$ cat src/rtl/acc_integrator_pkg.sv
`timescale 1ns/1ps
package acc_integrator_pkg;
   localparam int REG_AW = 3;
   localparam logic [REG_AW-1:0] A_CTRL = 3'd0;
   localparam logic [REG_AW-1:0] A_STAT = 3'd1;
   localparam logic [REG_AW-1:0] A_OUT  = 3'd2;
   localparam logic [REG_AW-1:0] A_CUR  = 3'd3;
   localparam logic [REG_AW-1:0] A_CNT  = 3'd4;
   // control bit positions
   localparam int C_INT  = 0;
   localparam int C_DMA  = 1;
   localparam int C_ERR  = 2;
   localparam int C_SWZ  = 3;
   localparam int C_SRST = 4;
   localparam int C_ZSEL = 5;
   // status bit positions
   localparam int S_UPD = 0;
   localparam int S_OVR = 1;
   localparam int S_SOV = 2;
   localparam int S_COV = 3;
   localparam int ST_W  = 4;
endpackage

$ cat src/rtl/acc_zsel.sv
`timescale 1ns/1ps
module acc_zsel #(
   parameter int ZSRC   = 2,
   parameter int ZSEL_W = 2
) (
   input  logic [ZSRC-1:0]   zero_in,
   input  logic [ZSEL_W-1:0] sel,
   output logic              hw_zero
);
   logic [ZSRC-1:0] hit;

   for (genvar k = 0; k < ZSRC; k++) begin : g_src
      assign hit[k] = zero_in[k] && (sel == ZSEL_W'(k + 1));
   end

   assign hw_zero = |hit;
endmodule

$ cat src/rtl/acc_core.sv
`timescale 1ns/1ps
module acc_core #(
   parameter int SAMP_W = 24,
   parameter int ACC_W  = 32,
   parameter int CNT_W  = 16
) (
   input  logic             clk,
   input  logic             rst_n,
   input  logic             clr,
   input  logic             smp_vld,
   input  logic [SAMP_W-1:0] smp,
   output logic [ACC_W-1:0] acc_q,
   output logic [CNT_W-1:0] cnt_q,
   output logic             sov_q,
   output logic             cov_q
);
   localparam int MSB = ACC_W - 1;

   logic [ACC_W-1:0] sext;
   logic [ACC_W-1:0] sum;
   logic             add_ovf;
   logic             cnt_wrap;

   if (SAMP_W == ACC_W) begin : g_same_w
      assign sext = smp;
   end else begin : g_ext_w
      assign sext = {{(ACC_W - SAMP_W){smp[SAMP_W-1]}}, smp};
   end

   assign sum      = acc_q + sext;
   assign add_ovf  = (acc_q[MSB] == sext[MSB]) && (sum[MSB] != acc_q[MSB]);
   assign cnt_wrap = &cnt_q;

   always_ff @(posedge clk or negedge rst_n) begin
      if (!rst_n) begin
         acc_q <= '0;
         cnt_q <= '0;
         sov_q <= 1'b0;
         cov_q <= 1'b0;
      end else if (clr) begin
         acc_q <= '0;
         cnt_q <= '0;
         sov_q <= 1'b0;
         cov_q <= 1'b0;
      end else if (smp_vld) begin
         acc_q <= sum;
         cnt_q <= cnt_q + 1'b1;
         sov_q <= sov_q | add_ovf;
         cov_q <= cov_q | cnt_wrap;
      end
   end
endmodule

$ cat src/rtl/acc_snap.sv
`timescale 1ns/1ps
module acc_snap
   import acc_integrator_pkg::*;
#(
   parameter int ACC_W = 32,
   parameter int CNT_W = 16
) (
   input  logic             clk,
   input  logic             rst_n,
   input  logic             srst,
   input  logic             trig,
   input  logic             rd_out,
   input  logic             rd_cur,
   input  logic             ack,
   input  logic             dma_en,
   input  logic [ST_W-1:0]  st_clr,
   input  logic [ACC_W-1:0] acc,
   input  logic [CNT_W-1:0] cnt,
   input  logic             sov_i,
   input  logic             cov_i,
   output logic [ACC_W-1:0] out_q,
   output logic [CNT_W-1:0] curcnt_q,
   output logic [ST_W-1:0]  status_q,
   output logic             dma_q,
   output logic             pend_q
);
   logic [ST_W-1:0] st_set;
   logic            harvest;

   assign harvest = trig || rd_cur;

   always_comb begin
      st_set        = '0;
      st_set[S_UPD] = trig;
      st_set[S_OVR] = trig && pend_q && !rd_out;
      st_set[S_SOV] = harvest && sov_i;
      st_set[S_COV] = harvest && cov_i;
   end

   always_ff @(posedge clk or negedge rst_n) begin
      if (!rst_n) begin
         out_q    <= '0;
         curcnt_q <= '0;
         status_q <= '0;
         dma_q    <= 1'b0;
         pend_q   <= 1'b0;
      end else if (srst) begin
         out_q    <= '0;
         curcnt_q <= '0;
         status_q <= '0;
         dma_q    <= 1'b0;
         pend_q   <= 1'b0;
      end else begin
         if (trig) begin
            out_q  <= acc;
            pend_q <= 1'b1;
         end else if (rd_out) begin
            pend_q <= 1'b0;
         end
         if (rd_cur) curcnt_q <= cnt;
         if (trig && dma_en)       dma_q <= 1'b1;
         else if (ack || rd_out)   dma_q <= 1'b0;
         status_q <= (status_q & ~st_clr) | st_set;
      end
   end
endmodule

$ cat src/rtl/acc_integrator.sv
`timescale 1ns/1ps
module acc_integrator
   import acc_integrator_pkg::*;
#(
   parameter int SAMP_W = 24,
   parameter int ACC_W  = 32,
   parameter int CNT_W  = 16,
   parameter int ZSRC   = 2
) (
   input  logic              clk,
   input  logic              rst_n,
   input  logic              smp_vld,
   input  logic [SAMP_W-1:0] smp_data,
   input  logic              trig_in,
   input  logic [ZSRC-1:0]   zero_in,
   input  logic              dma_ack,
   input  logic              reg_wr,
   input  logic              reg_rd,
   input  logic [REG_AW-1:0] reg_addr,
   input  logic [ACC_W-1:0]  reg_wdata,
   output logic [ACC_W-1:0]  reg_rdata,
   output logic              irq_update,
   output logic              irq_error,
   output logic              dma_req
);
   localparam int ZSEL_W = $clog2(ZSRC + 1);

   if (SAMP_W < 2 || SAMP_W > ACC_W) begin : g_bad_samp
      $error("acc_integrator: SAMP_W must be in 2..ACC_W");
   end
   if (CNT_W < 1 || CNT_W > ACC_W) begin : g_bad_cnt
      $error("acc_integrator: CNT_W must be in 1..ACC_W");
   end
   if (ACC_W < C_ZSEL + ZSEL_W) begin : g_bad_ctrl
      $error("acc_integrator: ACC_W too narrow for the control register");
   end
   if (ZSRC < 1) begin : g_bad_zsrc
      $error("acc_integrator: ZSRC must be at least 1");
   end

   logic              int_en_q, dma_en_q, err_en_q;
   logic [ZSEL_W-1:0] zsel_q;
   logic              wr_ctrl, wr_stat, rd_out, rd_cur;
   logic              sw_zero, srst, hw_zero, core_clr;
   logic [ST_W-1:0]   st_clr;
   logic [ACC_W-1:0]  acc_q, out_q;
   logic [CNT_W-1:0]  cnt_q, curcnt_q;
   logic              sov_q, cov_q, pend_q, dma_q;
   logic [ST_W-1:0]   status_q;

   assign wr_ctrl  = reg_wr && (reg_addr == A_CTRL);
   assign wr_stat  = reg_wr && (reg_addr == A_STAT);
   assign rd_out   = reg_rd && (reg_addr == A_OUT);
   assign rd_cur   = reg_rd && (reg_addr == A_CUR);
   assign sw_zero  = wr_ctrl && reg_wdata[C_SWZ];
   assign srst     = wr_ctrl && reg_wdata[C_SRST];
   assign core_clr = sw_zero || hw_zero || srst;
   assign st_clr   = wr_stat ? reg_wdata[ST_W-1:0] : '0;

   always_ff @(posedge clk or negedge rst_n) begin
      if (!rst_n) begin
         int_en_q <= 1'b0;
         dma_en_q <= 1'b0;
         err_en_q <= 1'b0;
         zsel_q   <= '0;
      end else if (wr_ctrl) begin
         int_en_q <= reg_wdata[C_INT];
         dma_en_q <= reg_wdata[C_DMA];
         err_en_q <= reg_wdata[C_ERR];
         zsel_q   <= reg_wdata[C_ZSEL +: ZSEL_W];
      end
   end

   acc_zsel #(.ZSRC(ZSRC), .ZSEL_W(ZSEL_W)) u_zsel (
      .zero_in (zero_in),
      .sel     (zsel_q),
      .hw_zero (hw_zero)
   );

   acc_core #(.SAMP_W(SAMP_W), .ACC_W(ACC_W), .CNT_W(CNT_W)) u_core (
      .clk     (clk),
      .rst_n   (rst_n),
      .clr     (core_clr),
      .smp_vld (smp_vld),
      .smp     (smp_data),
      .acc_q   (acc_q),
      .cnt_q   (cnt_q),
      .sov_q   (sov_q),
      .cov_q   (cov_q)
   );

   acc_snap #(.ACC_W(ACC_W), .CNT_W(CNT_W)) u_snap (
      .clk      (clk),
      .rst_n    (rst_n),
      .srst     (srst),
      .trig     (trig_in),
      .rd_out   (rd_out),
      .rd_cur   (rd_cur),
      .ack      (dma_ack),
      .dma_en   (dma_en_q),
      .st_clr   (st_clr),
      .acc      (acc_q),
      .cnt      (cnt_q),
      .sov_i    (sov_q),
      .cov_i    (cov_q),
      .out_q    (out_q),
      .curcnt_q (curcnt_q),
      .status_q (status_q),
      .dma_q    (dma_q),
      .pend_q   (pend_q)
   );

   assign irq_update = status_q[S_UPD] && int_en_q;
   assign irq_error  = status_q[S_OVR] && err_en_q;
   assign dma_req    = dma_q;

   always_comb begin
      reg_rdata = '0;
      case (reg_addr)
         A_CTRL: begin
            reg_rdata[C_INT]             = int_en_q;
            reg_rdata[C_DMA]             = dma_en_q;
            reg_rdata[C_ERR]             = err_en_q;
            reg_rdata[C_ZSEL +: ZSEL_W]  = zsel_q;
         end
         A_STAT:  reg_rdata[ST_W-1:0] = status_q;
         A_OUT:   reg_rdata = out_q;
         A_CUR:   reg_rdata = acc_q;
         A_CNT:   reg_rdata = ACC_W'(curcnt_q);
         default: reg_rdata = '0;
      endcase
   end
endmodule

$ cat config.mk
export PLATFORM = sky130hd
export DESIGN_NAME = acc_integrator
export DESIGN_NICKNAME = d
export VERILOG_FILES = /design/src/rtl/acc_integrator_pkg.sv /design/src/rtl/acc_zsel.sv /design/src/rtl/acc_core.sv /design/src/rtl/acc_snap.sv /design/src/rtl/acc_integrator.sv
export SDC_FILE = /design/constraint.sdc
export NUM_CORES = 1
export LEC_CHECK = 0
export CORE_AREA = 4 4 117 119
export DETAILED_ROUTE_END_ITERATION = 8
export DIE_AREA = 0 0 121 123
export PLACE_DENSITY = 0.79
export SLEW_MARGIN = 20
export SYNTH_ARGS = -nofsm -noshare
export SYNTH_HDL_FRONTEND = slang
export SYNTH_SLANG_ARGS = --single-unit
$ cat constraint.sdc
create_clock -name clk -period 2.9 [get_ports clk]
set_input_delay 0.29 -clock clk [delete_from_list [all_inputs] [get_ports clk]]
set_output_delay 0.29 -clock clk [all_outputs]
set_load 0.01 [all_outputs]
==> results.sh <==
export IMPL_initial_core_util_pct=53.9
export IMPL_worstSetupPathType="input port to flip-flop"
export IMPL_viasPerCell=5.76
export IMPL_clockPowerShare_pct=16.5
export IMPL_antenna_found_initial=0
export IMPL_fin_cells=1015
export IMPL_grt_pass1_wl_um=28200
export IMPL_synth_cell_types=61
export IMPL_overflow=0
export IMPL_slew_headroom_pct=42.4
export IMPL_timing_fmax_mhz=363
export IMPL_p_sw_uw=2860
export IMPL_synth_top_cells_by_area="dfrtp_1, mux2i_1, nor2_1"
export IMPL_drt_wl_total_um=17100
export IMPL_slowest_delay_ps=450
export IMPL_drv_cap=0
export IMPL_dieArea_um2=14900
export IMPL_cts_max_level=3
export IMPL_finalSetupViolations=0
export IMPL_fp_dieH_um=123
export IMPL_dpl_hpwl_um=12300
export IMPL_fin_crit_ps=2760
export IMPL_end_kind="flip-flop"
export IMPL_area_growth_pct=22.8
export IMPL_ios=103
export IMPL_worstMarginPinSlew_ps=865
export IMPL_timing_setup_tns_ps=0
export IMPL_cts_buffers=9
export IMPL_p_comb_share_pct=49.8
export IMPL_drv_slew=0
export IMPL_critPathBufInv=2
export IMPL_p_int_uw=4400
export IMPL_yosysMostFrequentCell="nor2_1"
export IMPL_grt_pass1_vias=5817
export IMPL_clock_path_buffers=2
export IMPL_start_kind="input port"
export IMPL_ant_nets=0
export IMPL_insertion_delay_ps=360
export IMPL_synth_top_area_share_pct=40.2
export IMPL_synth_edf_count=0
export IMPL_fin_nets=939
export IMPL_wl_per_cell_um=16.9
export IMPL_worstPathCellList="clkdlybuf4s50_1 > ha_2 > buf_4 > a211o_1 > a2111oi_4 > o31ai_1 > a21oi_2 > o21ai_2 > a311oi_2 > xnor2_1 > mux2i_1 > nor2_1"
export IMPL_cts_hold_buffers=0
export IMPL_synth_commonest_cells="nor2_1, dfrtp_1, nand2_1"
export IMPL_drc=0
export IMPL_core_area_um2=12600
export IMPL_diodes=0
export IMPL_startpoint="smp_data[0]"
export IMPL_synth_flop_cell="dfrtp_1"
export IMPL_pwr_share_seq_pct=33.7
export IMPL_synthCells=734
export IMPL_cts_root_buf="clkbuf_16"
export IMPL_switching_share_pct=39.4
export IMPL_r2r_start="u_core.acc_q[10]"
export IMPL_cp_arrival_ps=2990
export IMPL_power_density_nw_per_um2=872
export IMPL_cpLargestDelayFamily="compound AO/OA/AOI/OAI gates"
export IMPL_crit_required_ps=3140
export IMPL_finalCritPeriodShare_pct=95.1
export IMPL_utilization_pct=66.3
export IMPL_cts_tree="done"
export IMPL_rsz0062_at_grt="no"
export IMPL_drtIter0Drc=490
export IMPL_ys_seq_area_share_pct=40.2
export IMPL_leakage_uw=0.00389
export IMPL_clk_pin_slew_ps=70
export IMPL_ys_warn_count=0
export IMPL_synthArstFlopShare_pct=100
export IMPL_firstDrtPassIters=5
export IMPL_syn_avg_cell_area_um2=9.24
export IMPL_syn_nets=835
export IMPL_syn_area_um2=6780
export IMPL_synth_seq_cells=109
export IMPL_yosysTopAreaCell="dfrtp_1"
export IMPL_track_usage_pct=23.7
export IMPL_dp_cells=998
export IMPL_finClkSkew_ps=9.15
export IMPL_slowest_stage="clkdlybuf4s50_1"
export IMPL_place_congestion=0.899
export IMPL_critPathMaxFanout=3
export IMPL_num_rows=41
export IMPL_min_path_type="input port to async pin"
export IMPL_io_buffers=77
export IMPL_status="complete, no violations"
export IMPL_hold_violations=0
export IMPL_die_w_um=121
export IMPL_grt_max_degree=65
export IMPL_ir_worst_vdd_mv=0.426
export IMPL_clock_sinks=109
export IMPL_drive_above_1_share_pct=12.8
export IMPL_num_vias=5847
[cell usage in the layout (no fill, tap or decap), drive strengths merged, types with 4 or more instances in the layout]
| master | n |
|---|---|
| a211oi | 7 |
| a21o | 12 |
| a21oi | 61 |
| a31oi | 5 |
| and2 | 4 |
| and3 | 12 |
| buf | 55 |
| clkbuf | 9 |
| clkdlybuf4s50 | 72 |
| dfrtp | 109 |
| ha | 32 |
| inv | 15 |
| mux2 | 6 |
| mux2i | 85 |
| nand2 | 91 |
| nand2b | 5 |
| nand3 | 10 |
| nand4 | 6 |
| nor2 | 111 |
| nor2b | 7 |
| nor3 | 4 |
| o21ai | 37 |
| o21bai | 5 |
| o31ai | 6 |
| or3 | 5 |
| xnor2 | 19 |
| xor2 | 19 |
[layer usage]
metal	global-route usage (%)	share of wire [%]	wire length, um	vias up
met4	8.99	2.2	385	0
met5	0	0	0	-
met2	39.2	48	8200	158
met1	31.0	45	7630	2879
li1	-	-	-	2779
met3	4.53	5.3	900	31
[path summary, 6_finish.rpt]
kind / depth (start not counted) / to / slack [ps]
setup reg to reg: 10 / u_core.sov_q / 170
max in group asynchronous: 2 / u_snap.out_q[23] / 1980
hold / removal: 1 / u_snap.curcnt_q[5] / 10
setup / recovery: 12 / u_core.acc_q[21] / 140
hold reg to reg: 2 / u_core.cov_q / 500
min in group clk: 3 / u_core.acc_q[5] / 370
[final cells by class]
class	instances	area, um^2
Fill cell	1000	4240
Timing Repair Buffer	128	1150
Tap cell	172	215
Multi-Input combinational cell	579	3910
Clock inverter	7	55.1
Inverter	11	41.3
Clock buffer	9	225
Sequential cell	109	2730
[logic make-up (layout without fill, tap and decap cells)]
| family | count (synthesis) | after routing | synth area share (%) |
|---|---|---|---|
| AOI/OAI and AO/OA | 153 | 153 | 14.7 |
| xor gates and xnor gates | 38 | 38 | 4.91 |
| adders and majority gates | 33 | 33 | 6.20 |
| buffers and inverters | 46 | 155 | 3.01 |
| DFF | 109 | 109 | 40.2 |
| muxes | 92 | 92 | 13.9 |
| and+or+nand+nor | 263 | 263 | 17.1 |
[stage by stage]
stage          setup slack, ps  instance area (um^2)  power, uW  hold slack [ps]
6_report                   142                  8330       7260             13.4
5_1_grt                   20.2                  8330       7830             99.5
4_1_cts                   23.0                  8250       7180             55.1
3_5_place_dp              -356                  7970       5950              435
3_3_place_gp              -294                  7970       5770              429
2_1_floorplan              265                  6780       4780            -5.59
[power groups by stage]
| stage | clock network (uW) | registers (uW) | logic, uW |
|---|---|---|---|
| after floorplan | 0 | 2330 | 2450 |
| after global placement | 0 | 2420 | 3350 |
| after detailed placement | 0 | 2460 | 3490 |
| after CTS | 1220 | 2440 | 3530 |
| after global routing | 1280 | 2520 | 4020 |
| final | 1200 | 2440 | 3620 |
[sequential cells by signal, indices dropped and copies added (netlist names)]
register,cells
u_core.acc_q,32
u_core.cnt_q,16
u_snap.pend_q,1
u_snap.status_q,4
u_core.cov_q,1
dma_en_q,1
u_snap.dma_q,1
int_en_q,1
err_en_q,1
u_core.sov_q,1
zsel_q,2
u_snap.out_q,32
u_snap.curcnt_q,16
[repair_timing]
item | in CTS | in global routing
resized for setup | 0 | 13
setup endpoints to repair | 0 | 10
setup buffers | 0 | 1
hold endpoints to repair | 0 | 0
Power figures use the tool's default switching activity.
